`src/rtl/mtt_pkg.sv`:
```
package mtt_pkg;
  typedef enum logic [1:0] {
    SLOT_FREE = 2'd0,
    SLOT_WAIT = 2'd1,
    SLOT_BUSY = 2'd2,
    SLOT_DONE = 2'd3
  } slot_state_e;
endpackage

```
`src/rtl/mtt_req_fifo.sv`:
```
module mtt_req_fifo #(
  parameter int W     = 8,
  parameter int DEPTH = 4
) (
  input  logic             clk,
  input  logic             rst_n,
  input  logic             push,
  input  logic [W-1:0]     din,
  input  logic             pop,
  output logic [W-1:0]     dout,
  output logic             empty,
  output logic             full,
  output logic [$clog2(DEPTH+1)-1:0] count
);
  localparam int PTR_W = (DEPTH > 1) ? $clog2(DEPTH) : 1;
  localparam int CNT_W = $clog2(DEPTH+1);

  logic [W-1:0]     mem_q [DEPTH];
  logic [PTR_W-1:0] wp_q, wp_d, rp_q, rp_d;
  logic [CNT_W-1:0] cnt_q, cnt_d;
  logic             do_push, do_pop;

  assign empty   = (cnt_q == '0);
  assign full    = (cnt_q == CNT_W'(DEPTH));
  assign count   = cnt_q;
  assign dout    = mem_q[rp_q];
  assign do_push = push && !full;
  assign do_pop  = pop && !empty;

  always_comb begin
    wp_d  = wp_q;
    rp_d  = rp_q;
    cnt_d = cnt_q;
    if (do_push) wp_d = (wp_q == PTR_W'(DEPTH-1)) ? '0 : wp_q + 1'b1;
    if (do_pop)  rp_d = (rp_q == PTR_W'(DEPTH-1)) ? '0 : rp_q + 1'b1;
    if (do_push && !do_pop)      cnt_d = cnt_q + 1'b1;
    else if (do_pop && !do_push) cnt_d = cnt_q - 1'b1;
  end

  always_ff @(posedge clk or negedge rst_n) begin
    if (!rst_n) begin
      wp_q  <= '0;
      rp_q  <= '0;
      cnt_q <= '0;
    end else begin
      wp_q  <= wp_d;
      rp_q  <= rp_d;
      cnt_q <= cnt_d;
    end
  end

  always_ff @(posedge clk) begin
    if (do_push) mem_q[wp_q] <= din;
  end
endmodule

```
`src/rtl/mtt_age_order.sv`:
```
module mtt_age_order #(
  parameter int N = 4
) (
  input  logic         clk,
  input  logic         rst_n,
  input  logic         alloc,
  input  logic [N-1:0] alloc_oh,
  output logic [N-1:0] older_q [N]
);
  // older_q[a][b] set: slot a was allocated before slot b
  logic [N-1:0] older_d [N];

  always_comb begin
    for (int a = 0; a < N; a++) older_d[a] = older_q[a];
    for (int k = 0; k < N; k++) begin
      if (alloc && alloc_oh[k]) begin
        for (int j = 0; j < N; j++) begin
          older_d[k][j] = 1'b0;
          older_d[j][k] = (j != k);
        end
      end
    end
  end

  always_ff @(posedge clk or negedge rst_n) begin
    if (!rst_n) begin
      for (int a = 0; a < N; a++) older_q[a] <= '0;
    end else if (alloc) begin
      for (int a = 0; a < N; a++) older_q[a] <= older_d[a];
    end
  end
endmodule

```
`src/rtl/mtt_oldest_pick.sv`:
```
module mtt_oldest_pick #(
  parameter int N = 4
) (
  input  logic [N-1:0] req,
  input  logic [N-1:0] older [N],
  output logic [N-1:0] gnt
);
  logic [N-1:0] beaten;

  always_comb begin
    for (int i = 0; i < N; i++) begin
      beaten[i] = 1'b0;
      for (int j = 0; j < N; j++) begin
        if ((j != i) && req[j] && older[j][i]) beaten[i] = 1'b1;
      end
      gnt[i] = req[i] && !beaten[i];
    end
  end
endmodule

```
`src/rtl/mem_txn_tracker.sv`:
```
module mem_txn_tracker #(
  parameter int NUM_ENT  = 4,
  parameter int Q_DEPTH  = 4,
  parameter int ADDR_W   = 16,
  parameter int DATA_W   = 32,
  parameter int TXN_W    = 6,
  parameter int NODE_W   = 4,
  parameter int BANK_LAT = 4,
  localparam int TAG_W   = $clog2(NUM_ENT)
) (
  input  logic              clk,
  input  logic              rst_n,
  input  logic              req_valid,
  output logic              req_ready,
  input  logic              req_write,
  input  logic [ADDR_W-1:0] req_addr,
  input  logic [DATA_W-1:0] req_wdata,
  input  logic [TXN_W-1:0]  req_txn,
  input  logic [NODE_W-1:0] req_src,
  output logic              bank_cmd_valid,
  input  logic              bank_cmd_ready,
  output logic              bank_cmd_write,
  output logic [ADDR_W-1:0] bank_cmd_addr,
  output logic [DATA_W-1:0] bank_cmd_wdata,
  output logic [TAG_W-1:0]  bank_cmd_tag,
  input  logic              bank_rsp_valid,
  input  logic [TAG_W-1:0]  bank_rsp_tag,
  input  logic [DATA_W-1:0] bank_rsp_data,
  output logic              rep_valid,
  input  logic              rep_ready,
  output logic              rep_write,
  output logic [TXN_W-1:0]  rep_txn,
  output logic [NODE_W-1:0] rep_src,
  output logic [DATA_W-1:0] rep_data
);
  import mtt_pkg::*;

  localparam int REQ_W  = 1 + ADDR_W + DATA_W + TXN_W + NODE_W;
  localparam int CNT_W  = $clog2(BANK_LAT);
  localparam int QCNT_W = $clog2(Q_DEPTH+1);
  localparam logic [CNT_W-1:0] CNT_INIT = CNT_W'(BANK_LAT-3);

  initial begin
    if (BANK_LAT < 3) $error("BANK_LAT must be at least 3");
    if (NUM_ENT < 2)  $error("NUM_ENT must be at least 2");
  end

  function automatic logic [TAG_W-1:0] oh2idx(input logic [NUM_ENT-1:0] oh);
    logic [TAG_W-1:0] idx;
    idx = '0;
    for (int i = 0; i < NUM_ENT; i++) if (oh[i]) idx = idx | TAG_W'(i);
    return idx;
  endfunction

  // per-slot control state
  slot_state_e      st_q  [NUM_ENT];
  slot_state_e      st_d  [NUM_ENT];
  logic [CNT_W-1:0] cnt_q [NUM_ENT];
  logic [CNT_W-1:0] cnt_d [NUM_ENT];
  logic [NUM_ENT-1:0] hd_q, hd_d;
  logic [NUM_ENT-1:0] ld_en, cap_en;

  // per-slot payload
  logic              wr_q    [NUM_ENT];
  logic [ADDR_W-1:0] addr_q  [NUM_ENT];
  logic [DATA_W-1:0] wdata_q [NUM_ENT];
  logic [TXN_W-1:0]  txn_q   [NUM_ENT];
  logic [NODE_W-1:0] src_q   [NUM_ENT];
  logic [DATA_W-1:0] data_q  [NUM_ENT];

  // status vectors
  logic [NUM_ENT-1:0] busy_vec, done_vec, wait_vec, rsp_hit, elig_vec;
  logic [NUM_ENT-1:0] iss_oh, rep_oh, free_vec, alloc_oh;
  logic [NUM_ENT-1:0] older [NUM_ENT];

  // queue and allocation
  logic [REQ_W-1:0]  inc_word, q_dout, alloc_word;
  logic              q_empty, q_full, q_push, q_pop;
  logic [QCNT_W-1:0] q_cnt;
  logic              req_acc, have_free, alloc, iss_fire, rep_fire;
  logic              a_write;
  logic [ADDR_W-1:0] a_addr;
  logic [DATA_W-1:0] a_wdata;
  logic [TXN_W-1:0]  a_txn;
  logic [NODE_W-1:0] a_src;
  logic [TAG_W-1:0]  iss_idx, rep_idx;

  assign inc_word  = {req_write, req_addr, req_wdata, req_txn, req_src};
  assign req_ready = !q_full;
  assign req_acc   = req_valid && req_ready;

  genvar g;
  generate
    for (g = 0; g < NUM_ENT; g++) begin : g_vec
      assign busy_vec[g] = (st_q[g] != SLOT_FREE);
      assign done_vec[g] = (st_q[g] == SLOT_DONE);
      assign wait_vec[g] = (st_q[g] == SLOT_WAIT);
      assign rsp_hit[g]  = bank_rsp_valid && (bank_rsp_tag == TAG_W'(g));
      assign elig_vec[g] = done_vec[g] && (hd_q[g] || rsp_hit[g]);
      assign free_vec[g] = !busy_vec[g] || (rep_fire && rep_oh[g]);
    end
  endgenerate

  // lowest-index free slot
  always_comb begin
    alloc_oh = '0;
    for (int i = NUM_ENT-1; i >= 0; i--) begin
      if (free_vec[i]) alloc_oh = NUM_ENT'(1) << i;
    end
  end

  assign have_free  = |free_vec;
  assign alloc      = have_free && (!q_empty || req_acc);
  assign q_pop      = have_free && !q_empty;
  assign q_push     = req_acc && !(have_free && q_empty);
  assign alloc_word = q_empty ? inc_word : q_dout;
  assign {a_write, a_addr, a_wdata, a_txn, a_src} = alloc_word;

  mtt_req_fifo #(.W(REQ_W), .DEPTH(Q_DEPTH)) u_queue (
    .clk   (clk),
    .rst_n (rst_n),
    .push  (q_push),
    .din   (inc_word),
    .pop   (q_pop),
    .dout  (q_dout),
    .empty (q_empty),
    .full  (q_full),
    .count (q_cnt)
  );

  mtt_age_order #(.N(NUM_ENT)) u_age (
    .clk      (clk),
    .rst_n    (rst_n),
    .alloc    (alloc),
    .alloc_oh (alloc_oh),
    .older_q  (older)
  );

  mtt_oldest_pick #(.N(NUM_ENT)) u_iss_pick (
    .req   (wait_vec),
    .older (older),
    .gnt   (iss_oh)
  );

  mtt_oldest_pick #(.N(NUM_ENT)) u_rep_pick (
    .req   (elig_vec),
    .older (older),
    .gnt   (rep_oh)
  );

  // bank command side
  assign iss_idx        = oh2idx(iss_oh);
  assign bank_cmd_valid = |wait_vec;
  assign iss_fire       = bank_cmd_valid && bank_cmd_ready;
  assign bank_cmd_write = wr_q[iss_idx];
  assign bank_cmd_addr  = addr_q[iss_idx];
  assign bank_cmd_wdata = wdata_q[iss_idx];
  assign bank_cmd_tag   = iss_idx;

  // reply side
  assign rep_idx   = oh2idx(rep_oh);
  assign rep_valid = |elig_vec;
  assign rep_fire  = rep_valid && rep_ready;
  assign rep_write = wr_q[rep_idx];
  assign rep_txn   = txn_q[rep_idx];
  assign rep_src   = src_q[rep_idx];
  assign rep_data  = wr_q[rep_idx] ? '0 :
                     (hd_q[rep_idx] ? data_q[rep_idx] : bank_rsp_data);

  // slot next state
  always_comb begin
    for (int i = 0; i < NUM_ENT; i++) begin
      st_d[i]   = st_q[i];
      cnt_d[i]  = cnt_q[i];
      hd_d[i]   = hd_q[i];
      ld_en[i]  = 1'b0;
      cap_en[i] = 1'b0;
      case (st_q[i])
        SLOT_FREE: begin
          if (alloc && alloc_oh[i]) begin
            st_d[i]  = SLOT_WAIT;
            ld_en[i] = 1'b1;
          end
        end
        SLOT_WAIT: begin
          if (iss_fire && iss_oh[i]) begin
            st_d[i]  = SLOT_BUSY;
            cnt_d[i] = CNT_INIT;
          end
        end
        SLOT_BUSY: begin
          if (cnt_q[i] == '0) begin
            st_d[i] = SLOT_DONE;
            hd_d[i] = 1'b0;
          end else begin
            cnt_d[i] = cnt_q[i] - 1'b1;
          end
        end
        SLOT_DONE: begin
          if (rsp_hit[i]) begin
            hd_d[i]   = 1'b1;
            cap_en[i] = 1'b1;
          end
          if (rep_fire && rep_oh[i]) begin
            hd_d[i]   = 1'b0;
            cap_en[i] = 1'b0;
            if (alloc && alloc_oh[i]) begin
              st_d[i]  = SLOT_WAIT;
              ld_en[i] = 1'b1;
            end else begin
              st_d[i] = SLOT_FREE;
            end
          end
        end
        default: st_d[i] = SLOT_FREE;
      endcase
    end
  end

  always_ff @(posedge clk or negedge rst_n) begin
    if (!rst_n) begin
      for (int i = 0; i < NUM_ENT; i++) begin
        st_q[i]  <= SLOT_FREE;
        cnt_q[i] <= '0;
      end
      hd_q <= '0;
    end else begin
      for (int i = 0; i < NUM_ENT; i++) begin
        st_q[i]  <= st_d[i];
        cnt_q[i] <= cnt_d[i];
      end
      hd_q <= hd_d;
    end
  end

  always_ff @(posedge clk) begin
    for (int i = 0; i < NUM_ENT; i++) begin
      if (ld_en[i]) begin
        wr_q[i]    <= a_write;
        addr_q[i]  <= a_addr;
        wdata_q[i] <= a_wdata;
        txn_q[i]   <= a_txn;
        src_q[i]   <= a_src;
      end
      if (cap_en[i]) data_q[i] <= bank_rsp_data;
    end
  end
endmodule

```
`config.mk`:
```
export PLATFORM = sky130hd
export DESIGN_NAME = mem_txn_tracker
export DESIGN_NICKNAME = d
export VERILOG_FILES = /design/src/rtl/mtt_pkg.sv /design/src/rtl/mtt_req_fifo.sv /design/src/rtl/mtt_age_order.sv /design/src/rtl/mtt_oldest_pick.sv /design/src/rtl/mem_txn_tracker.sv
export SDC_FILE = /design/constraint.sdc
export NUM_CORES = 1
export LEC_CHECK = 0
export BUFFER_PORTS_ARGS = -buffer_cell sky130_fd_sc_hd__buf_2
export CORE_MARGIN = 4
export CORE_UTILIZATION = 60
export CTS_CLUSTER_DIAMETER = 80
export DETAILED_ROUTE_END_ITERATION = 16
export PLACE_DENSITY = 0.76
export RECOVER_POWER = 25
export SYNTH_ARGS = -nofsm -noshare
export SYNTH_HDL_FRONTEND = slang
export SYNTH_SLANG_ARGS = --single-unit
```
`constraint.sdc`:
```
create_clock -name clk -period 10 [get_ports clk]
set_input_delay 0 -clock clk [delete_from_list [all_inputs] [get_ports clk]]
set_output_delay 0 -clock clk [all_outputs]
set_load 0.02 [all_outputs]
```
# --- Yosys cells after proc, flatten, opt, wreduce, memory -nomap -nowiden ---
# Memory sizes are Yosys's and may differ from the RTL's.
# Cells that the tools add are included.
# W data, S select, Z words.
word_totals:
  out_inout_bits: 97
  input_bits: 99
  n_memories: 7
  latch_bits: 0
  wordCells: 446
  ff_bits: 39
  ramBits: 600
  mem_bits_ro: 0
mem_list:
  columns: ["memory", "depth", "word_bits", "rd", "rd_ports_with_merged_regs", "write_ports", "line", "source"]
  rows:
  - ["u_queue.mem_q", 4, 59, 1, 0, 1, "mtt_req_fifo.sv:18", "logic [W-1:0] mem_q [DEPTH];"]
  - ["data_q", 4, 32, 1, 0, 1, "mem_txn_tracker.sv:69", "logic [DATA_W-1:0] data_q [NUM_ENT];"]
  - ["wdata_q", 4, 32, 1, 0, 1, "mem_txn_tracker.sv:66", "logic [DATA_W-1:0] wdata_q [NUM_ENT];"]
  - ["addr_q", 4, 16, 1, 0, 1, "mem_txn_tracker.sv:65", "logic [ADDR_W-1:0] addr_q [NUM_ENT];"]
  - ["txn_q", 4, 6, 1, 0, 1, "mem_txn_tracker.sv:67", "logic [TXN_W-1:0] txn_q [NUM_ENT];"]
  - ["src_q", 4, 4, 1, 0, 1, "mem_txn_tracker.sv:68", "logic [NODE_W-1:0] src_q [NUM_ENT];"]
  - ["+1 memories", null, null, null, null, null, null, null]
op_classes:
  order_cmp: 1
  multipliers: 0
  n_bitwise: 0
  shift: 0
  add_sub_neg: 8
  eq_ne: 42
  muxes: 204
  n_reduce_logical: 157
  div: 0
ops:
  columns: ["cell", "n"]
  rows:
  - ["$mux W32", 8]
  - ["$reduce_or A32 Y1", 6]
  - ["$mux W1", 111]
  - ["$mux W2", 48]
  - ["$logic_and A1 B1 Y1", 63]
  - ["$mux W59", 1]
  - ["$mux W16", 3]
  - ["$reduce_or A16 Y1", 3]
  - ["$mux W4", 10]
  - ["$reduce_bool A2 Y1", 19]
  - ["$ne A2 B2 Y1 const B", 16]
  - ["$pmux W2 S4", 4]
  - ["$eq A2 B2 Y1 const B", 12]
  - ["$reduce_and A3 Y1", 8]
  - ["$reduce_or A4 Y1", 6]
  - ["$logic_not A2 Y1", 9]
  - ["$mux W6", 3]
  - ["$reduce_or A6 Y1", 3]
  - ["$logic_not A1 Y1", 17]
  - ["$pmux W1 S2", 8]
  - ["$pmux W2 S2", 4]
  - ["$reduce_and A4 Y1", 4]
  - ["$ne A3 B1 Y1 const B", 4]
  - ["$reduce_and A2 Y1", 6]
  - ["13 further kinds", 36]

# --- Longest topological paths before layout ---
# Gate-level depths: netlist of the first run.
logic_depth:
  word_depth: 26
  depth_mapped: 14
  depth_no_buf: 13

# --- Hierarchy ---
# From an unflattened synthesis of the first run, not the netlist that was laid out.
hier_totals:
  hier_cells: 1693
  hier_area_um2: 26351.5
modules_own_cells:
  columns: ["module", "cells_each", "n_inst", "seq_area_each_um2", "area_per_inst_um2"]
  rows:
  - ["mem_txn_tracker", 1283, 1, 11431.0, 16792.4]
  - ["mtt_req_fifo", 346, 1, 7262.0, 8943.6]
  - ["mtt_age_order", 40, 1, 300.3, 475.5]
  - ["mtt_oldest_pick", 12, 2, 0.0, 70.1]

# --- Worst setup path after synthesis of the first run ---
# OpenSTA, ideal clock, no wires.
synth_path:
  kind: "flip-flop to flip-flop"
  from: "register st_q[4] (netlist name)"
  to: "memory addr_q[2][0] (enable)"
  path_stages_with_launch: 8
  setup_time_ns: 0.622
  arrival_ns: 7.440
  period_less_slack_ns: 8.062
  path_slack_ns: 1.938
  required_ns: 9.378
  path_buffers: 1
  cell_sequence: "dfrtp_1 -> ha_1 -> clkbuf_1 -> a222oi_1 -> o211ai_1 -> o211ai_2 -> nand2_1 -> nor4_1"
synth_via:
  word_cells_on_any_way: 71
  classes_between: "eq/ne: 1; mux: 37; reduce/logical: 33"
synth_lines:
  columns: ["item", "line", "source"]
  rows:
  - ["from (decl)", "mem_txn_tracker.sv:56", "slot_state_e st_q [NUM_ENT];"]
  - ["from (signal, indexed assignment)", "mem_txn_tracker.sv:229", "st_q[i] <= st_d[i];"]
  - ["$eq A2 B2 Y1 *", "mem_txn_tracker.sv:96", "assign done_vec[g] = (st_q[g] == SLOT_DONE);"]
  - ["$logic_and A1 B1 Y1 *", "mem_txn_tracker.sv:99", "assign elig_vec[g] = done_vec[g] && (hd_q[g] || rsp_hit[g]);"]
  - ["$reduce_or A4 Y1 *", "mem_txn_tracker.sv:162", "assign rep_valid = |elig_vec;"]
  - ["net rep_valid", "mem_txn_tracker.sv:29", "output logic rep_valid,"]
  - ["$logic_and A1 B1 Y1 *", "mem_txn_tracker.sv:163", "assign rep_fire = rep_valid && rep_ready;"]
  - ["$logic_and A1 B1 Y1", "mem_txn_tracker.sv:100, mem_txn_tracker.sv:204", null]
  - ["$logic_or A1 B1 Y1", "mem_txn_tracker.sv:100", "assign free_vec[g] = !busy_vec[g] || (rep_fire && rep_oh[g]);"]
  - ["$mux W4 (3 in a row)", "mem_txn_tracker.sv:108", "if (free_vec[i]) alloc_oh = NUM_ENT'(1) << i;"]
  - ["$logic_and A1 B1 Y1", "mem_txn_tracker.sv:180, mem_txn_tracker.sv:207", null]
  - ["$mux W1", "mem_txn_tracker.sv:180, mem_txn_tracker.sv:207", null]
  - ["$mux W1", "mem_txn_tracker.sv:204", "if (rep_fire && rep_oh[i]) begin"]
  - ["$pmux W1 S2 *", "mem_txn_tracker.sv:178", "case (st_q[i])"]
  - ["net ld_en[2]", "mem_txn_tracker.sv:61", "logic [NUM_ENT-1:0] ld_en, cap_en;"]
  - ["$mux W1 *", "mem_txn_tracker.sv:238", "if (ld_en[i]) begin"]
  - ["$mux W1 (not written as such) *", "mem_txn_tracker.sv:240", "addr_q[i] <= a_addr;"]
  - ["$reduce_or A16 Y1 (no line)", null, null]
  - ["$mux W2 (no line) or $mux W1 (tied branches) (2 in a row)", null, null]
  - ["to (decl)", "mem_txn_tracker.sv:65", null]
# Mark *: on every way through the listed nets, which the timed path passes. The rest lies on a longest branch.

# --- Final worst setup path of the first run ---
layout_path:
  from: "register st_q[3] (netlist name)"
  to: "output port bank_cmd_addr[3]"
layout_via:
  elab_chain_cells: 10
  word_cells_on_any_way: 15
  classes_between: "eq/ne: 1; mux: 6; reduce/logical: 7; memory: 1"
layout_rtl:
  columns: ["item", "line", "source"]
  rows:
  - ["$eq A2 B1 Y1 *", "mem_txn_tracker.sv:97", "assign wait_vec[g] = (st_q[g] == SLOT_WAIT);"]
  - ["$logic_and A1 B1 Y1", "mtt_oldest_pick.sv:14", "if ((j != i) && req[j] && older[j][i]) beaten[i] = 1'b1;"]
  - ["$mux W1 (2 in a row)", "mtt_oldest_pick.sv:14", null]
  - ["$logic_not A1 Y1", "mtt_oldest_pick.sv:16", "gnt[i] = req[i] && !beaten[i];"]
  - ["$logic_and A1 B1 Y1", "mtt_oldest_pick.sv:16", null]
  - ["$mux W1", "mem_txn_tracker.sv:51", "for (int i = 0; i < NUM_ENT; i++) if (oh[i]) idx = idx | TAG_W'(i);"]
  - ["$mux W2", "mem_txn_tracker.sv:51", null]
  - ["$mux W2 *", "mem_txn_tracker.sv:51", null]
  - ["$mem_v2 Z4 W16 *", null, null]
  - ["to (decl)", "mem_txn_tracker.sv:23", "output logic [ADDR_W-1:0] bank_cmd_addr,"]
# Every way passes the cells marked *; elsewhere a longest branch is shown, timed or not.

==> metrics.cfg, run 1 <==
[clocking]
cts_hold_buf = 98
cts.sinks = 639
insertion_delay_ns = 0.62
cts_tree = done
postCtsSetupRepairBufs = 0
clockRootBuffer = clkbuf_16
clock_path_buffers = 3
cts_buffers = 59
htree_levels = 2
cts-resized-gates = 0
clk_pin_slew_ns = 0.06

[cells_and_area]
nets = 2078
drive_gt1_frac = 0.179
nFillCells = 2809
postLayoutCellArea_um2 = 30700
final_cell_mix = edfxtp_1 (600), nand2_1 (246), buf_2 (108)
syn2layout_area_growth_pct = 16.0
final_common_cell = edfxtp_1
instances_no_fill = 2587

[floorplanning]
io_pins = 196
core_um2 = 43400
rows = 76
die_area_um2 = 47500
initial_core_util = 0.610
die_h_um = 218
chipWidth_um = 218

[routing]
wirelength_um = 59800
first_pass_iters = 8
drtIter0Drc = 1585
avgViaCountPerCell = 6.18
wl_per_cell_um = 23.1
vias = 16000
drcViolationCount = 0
ant_nets = 0

[pwr]
leakage_uw = 0.0109
vdd_drop_max_mv = 0.253
power.density_nw_per_um2 = 328

[critical_path]
end_kind = output port
startpoint = st_q[3]
crit_type = flip-flop to output port
critPathLaunchType = flip-flop
crit_required_ns = 10.00
reg2reg_to = u_queue.mem_q[0][33]
rr_worst_depth = 8
crit_path_end = bank_cmd_addr[3]
arrival_ns = 4.70
r2r_start = st_q[5]
crit_fanout = 76
r2r_slack_ns = 5.81

[synth]
async_reset_ff_frac = 0.0610
synth_area_leaders = edfxtp_1 (68%), mux4_2 (5.0%), dfrtp_1 (3.7%)
synth_top_area_share = 0.681
synth_fp_nets = 1806
synth_largest_area_cell = edfxtp_1
yosysSeqAreaShare = 0.718
syn_area_per_cell_um2 = 15.8
syn-cell-area_um2 = 26500
synth_seq_cells = 639
ys.flop_type = edfxtp_1
synthCells = 1680
synth_cell_type_count = 73
yosys_warnings = 0
synth_edf_count = 600

[sta]
period_share = 0.470
rsz0062_at_grt = false
worst_pin_slew_ns = 1.14
hold_viol_final = 0
setup_tns_ns = 0
holdWs_ns = 0.0584
max_freq_mhz = 213
report.final.slew_viol_count = 0
fin_crit_ns = 4.70
clock_skew_ns = 0.0188
relSlewSlack = 0.240
setup_violations = 0

[global_route]
grt_pass1_vias = 16300
grt-ovfl-total = 0
antenna_found_initial = 3
track_usage = 0.251
grt_pass1_wl_um = 92700
grt_max_degree = 100

[status]
run_status = complete, no violations

[job]
maxCapViolations = 0

[placement]
post_dp_cell_area_um2 = 28000
port_buffers = 195
gp_congestion = 0.892
dp_hpwl_um = 33600
placed_cells = 2378

[min_path]
min_path_type = input pin to flip-flop

## where the power goes
group	internal, uW	switching, uW	total, uW
clock	1160	940	2100
sequential	3720	226	3950
combinational	1360	2650	4010
## cell usage after synthesis, types with 6 or more instances
library cell,number
mux4_2,59
nand4_1,6
a21oi_2,10
a21oi_1,35
nand2_1,247
o211ai_1,8
mux2_2,41
nor2_1,68
buf_1,13
a31oi_1,13
o21a_1,7
dfrtp_1,39
o221ai_1,52
ha_1,26
nor3_1,11
nand3_1,8
clkbuf_1,69
and3_1,15
a222oi_1,34
edfxtp_1,600
mux2i_1,51
o21ai_0,66
a2bb2oi_1,32
o311ai_0,30
inv_1,37
buf_2,17
## stage by stage
step | util | total power [uW] | setup slack (ns)
after detailed placement | 0.645 | 7950 | 5.83
after global routing | 0.708 | 10600 | 5.03
after floorplan | - | 6720 | 1.94
after CTS | 0.710 | 10100 | 5.30
after global placement | 0.645 | 7820 | 5.97
final | 0.708 | 10100 | 5.30
## critical path, stage by stage, from the launching register on
cell     delay, ns
dfrtp_1       0.42
inv_1         0.11
ha_1          0.33
a22oi_1       0.16
and3_2        0.22
buf_4         0.35
nor2_4        0.70
buf_4         0.95
mux2i_1       0.17
o21ai_0       0.41
buf_2         0.25
## how the worst min path moves through the flow
stage,cells past startpoint,from,to
after global placement,1,rst_n,cnt_q[1]
after detailed placement,1,rst_n,cnt_q[6]
after floorplan,0,rst_n,cnt_q[0]
after global routing,4,bank_rsp_tag[0],hd_q[2]
final,4,bank_rsp_tag[0],hd_q[2]
after CTS,4,bank_rsp_tag[0],hd_q[2]
## flip-flops by register name, indices dropped and copies added, names as in the netlist
signal / count
u_queue.mem_q: 236
cnt_q: 8
src_q: 16
wdata_q: 128
u_queue.wp_q: 2
u_queue.rp_q: 2
hd_q: 4
addr_q: 64
u_queue.count: 3
data_q: 128
st_q: 8
u_age.older_q: 12
txn_q: 24
wr_q: 4
## final cells by class
type	count	area, um^2	share of cell area
repair buffers	318	2040	0.0663
clock buffers	75	1610	0.0525
clock inverters	32	213	0.00693
well taps	585	732	0.0239
diodes	4	10.0	0.000326
flip-flops and latches	639	19000	0.619
inverters	37	139	0.00453
multi-input cells	897	6950	0.226
## per-layer routing
| metal | routed length [um] | share of wire | vias up | GRT usage |
|---|---|---|---|---|
| met2 | 30100 | 0.50 | 685 | 0.432 |
| met3 | 4760 | 0.080 | 142 | 0.0481 |
| met4 | 1620 | 0.027 | 2 | 0.0683 |
| met1 | 23300 | 0.39 | 7964 | 0.333 |
| li1 | - | - | 7201 | - |
| met5 | 7 | 0.00012 | - | 0 |
## kinds of logic (layout without fill, tap and decap cells)
kind of cell	Yosys count	count (layout)	synth area share
adders and majority gates	27	27	0.0130
muxes	154	154	0.0882
DFF	639	639	0.718
xor gates and xnor gates	3	3	0.000993
and+or+nand+nor	381	381	0.0602
buffers and inverters	144	462	0.0229
AOI/OAI and AO/OA	332	332	0.0969
other	0	4	0
(Power assumes the default switching activity.)
==> inputs of run 2 (changes only) <==
- CORE_UTILIZATION: 60 -> 54
- PLACE_DENSITY: 0.76 -> 0.72
- clock period: 10 -> 4.2 ns (I/O delays scaled with it)
==> run 2 against run 1 <==
Net effect: clock skew is 0.019 ns higher; critical path depth is 1 lower; non-clock buffer count is 18 higher; via count is 0.81% higher; sequential power is 140% higher; utilization is 5.9 points lower; register-to-register slack worse by 5.1 ns; largest cell class unchanged.
==> metrics.cfg, run 2 (synthesized netlist as in run 1, its figures left out) <==
[pwr]
power_uw = 24600
leakage_uw = 0.0111
power.density_nw_per_um2 = 788
vdd_drop_max_mv = 0.877

[global_route]
met3_usage = 0.0468
grt_pass1_wl_um = 95200
grt_max_degree = 100
grtUsageMet1 = 0.322
met2_usage = 0.374
top_usage_layer = met2
grt_pass1_vias = 16300
grt-ovfl-total = 0
track_usage = 0.230
antenna_found_initial = 7

[routing]
avgViaCountPerCell = 6.11
drtIter0Drc = 1680
ant_nets = 0
wl_per_cell_um = 23.0
wirelength_um = 60800
drcViolationCount = 0
first_pass_iters = 10
vias = 16100

[cells_and_area]
nFillCells = 3374
top_register = u_queue.mem_q
final_common_cell = edfxtp_1
largest_register_ffs = 236
post-route-util = 0.649
final_cell_mix = edfxtp_1 (600), nand2_1 (245), buf_2 (108)
syn2layout_area_growth_pct = 17.8
nets = 2097
drive_gt1_frac = 0.187
reg_top3 = u_queue.mem_q: 236 flops, data_q: 128 flops, wdata_q: 128 flops

[clocking]
insertion_delay_ns = 0.65
cts_buffers = 60
postCtsSetupRepairBufs = 0
clockRootBuffer = clkbuf_16
cts.sinks = 639
cts_tree = done
clk_pin_slew_ns = 0.06
htree_levels = 2
clock_path_buffers = 3

[sta]
holdWs_ns = 0.0807
hold_viol_final = 0
clock_skew_ns = 0.0379
fin_ws_ns = 0.249
setup_violations = 0
setup_tns_ns = 0
rsz0062_at_grt = false
max_freq_mhz = 253
report.final.slew_viol_count = 0
fin_crit_ns = 3.95
period_share = 0.941
worst_pin_slew_ns = 0.940
relSlewSlack = 0.373

[critical_path]
slowest_stage = mux2_2
slowest_delay_ns = 0.70
crit_family = compound AO/OA/AOI/OAI gates
reg2reg_to = u_queue.mem_q[3][40]
arrival_ns = 3.95
crit_chain = ha_1, o211ai_1, nand4_1, buf_4, nand2_2, mux2_2, o221a_4, a21oi_1, buf_2
critPathLaunchType = flip-flop
end_kind = output port
r2r_start = st_q[5]
crit_type = flip-flop to output port
cp_num_buf_inv = 2
rr_worst_depth = 8
crit_fanout = 33
r2r_slack_ns = 0.66
crit_required_ns = 4.20

[placement]
dp_hpwl_um = 35700
gp_congestion = 0.880
dp_slack_ns = 0.710
port_buffers = 195

[floorplanning]
core_um2 = 48000
initial_core_util = 0.551
chipWidth_um = 229
io_pins = 196
die_area_um2 = 52600
rows = 80
die_h_um = 229

[status]
run_status = complete, no violations

[min_path]
min_path_type = input pin to async pin

[job]
maxCapViolations = 0

==> run 2: report_power, final <==
part           internal (uW)  switching [uW]  leakage, uW  total, uW
clock network           3040            2310     0.000951       5350
registers               8850             542      0.00592       9390
logic                   3420            6420      0.00428       9840
==> run 2: what timing repair did <==
action,CTS,global route
gates resized for setup,0,1
setup endpoints to repair,0,23
hold buffers,99,0
hold endpoints to repair,658,0
==> run 2: worst max-delay path by stage <==
stage	start	endpoint	cells after the start
after global placement	st_q[5]	u_queue.mem_q[3][42]	8
after detailed placement	st_q[5]	u_queue.mem_q[3][43]	8
after global routing	st_q[5]	rep_data[23]	9
after floorplan	st_q[2]	addr_q[2][0]	7
after CTS	st_q[5]	rep_data[29]	8
final	st_q[5]	rep_data[23]	9
==> run 2: cell type report <==
cell class | count | area, um^2 | share of cell area
inverter | 37 | 139 | 0.00445
antenna | 3 | 7.51 | 0.000241
multi-input combinational | 897 | 6990 | 0.224
clock inverter | 37 | 382 | 0.0122
clock buffer | 74 | 1580 | 0.0505
tap | 615 | 769 | 0.0247
sequential | 639 | 19000 | 0.609
timing repair buffer | 336 | 2310 | 0.0741
==> run 2: per-layer routing <==
layer,vias up,part of all wire
met4,8,0.023
li1,7222,-
met1,8085,0.41
met3,96,0.078
met5,-,0.00094
met2,712,0.49
==> run 2: per-stage QoR <==
step	area (um^2)	cells
floorplan	26500	1680
global placement	28300	2425
detailed placement	28300	2425
CTS	31300	2635
global route	31200	2638
finish	31200	2638
==> run 2: worst register-to-register path: stages, from the launching register on <==
cell	delay, ns
dfrtp_1	0.41
ha_1	0.44
o211ai_1	0.22
and4_1	0.26
a21oi_1	0.45
nand4_1	0.19
a21boi_2	0.35
and2_2	0.55
buf_12	0.34
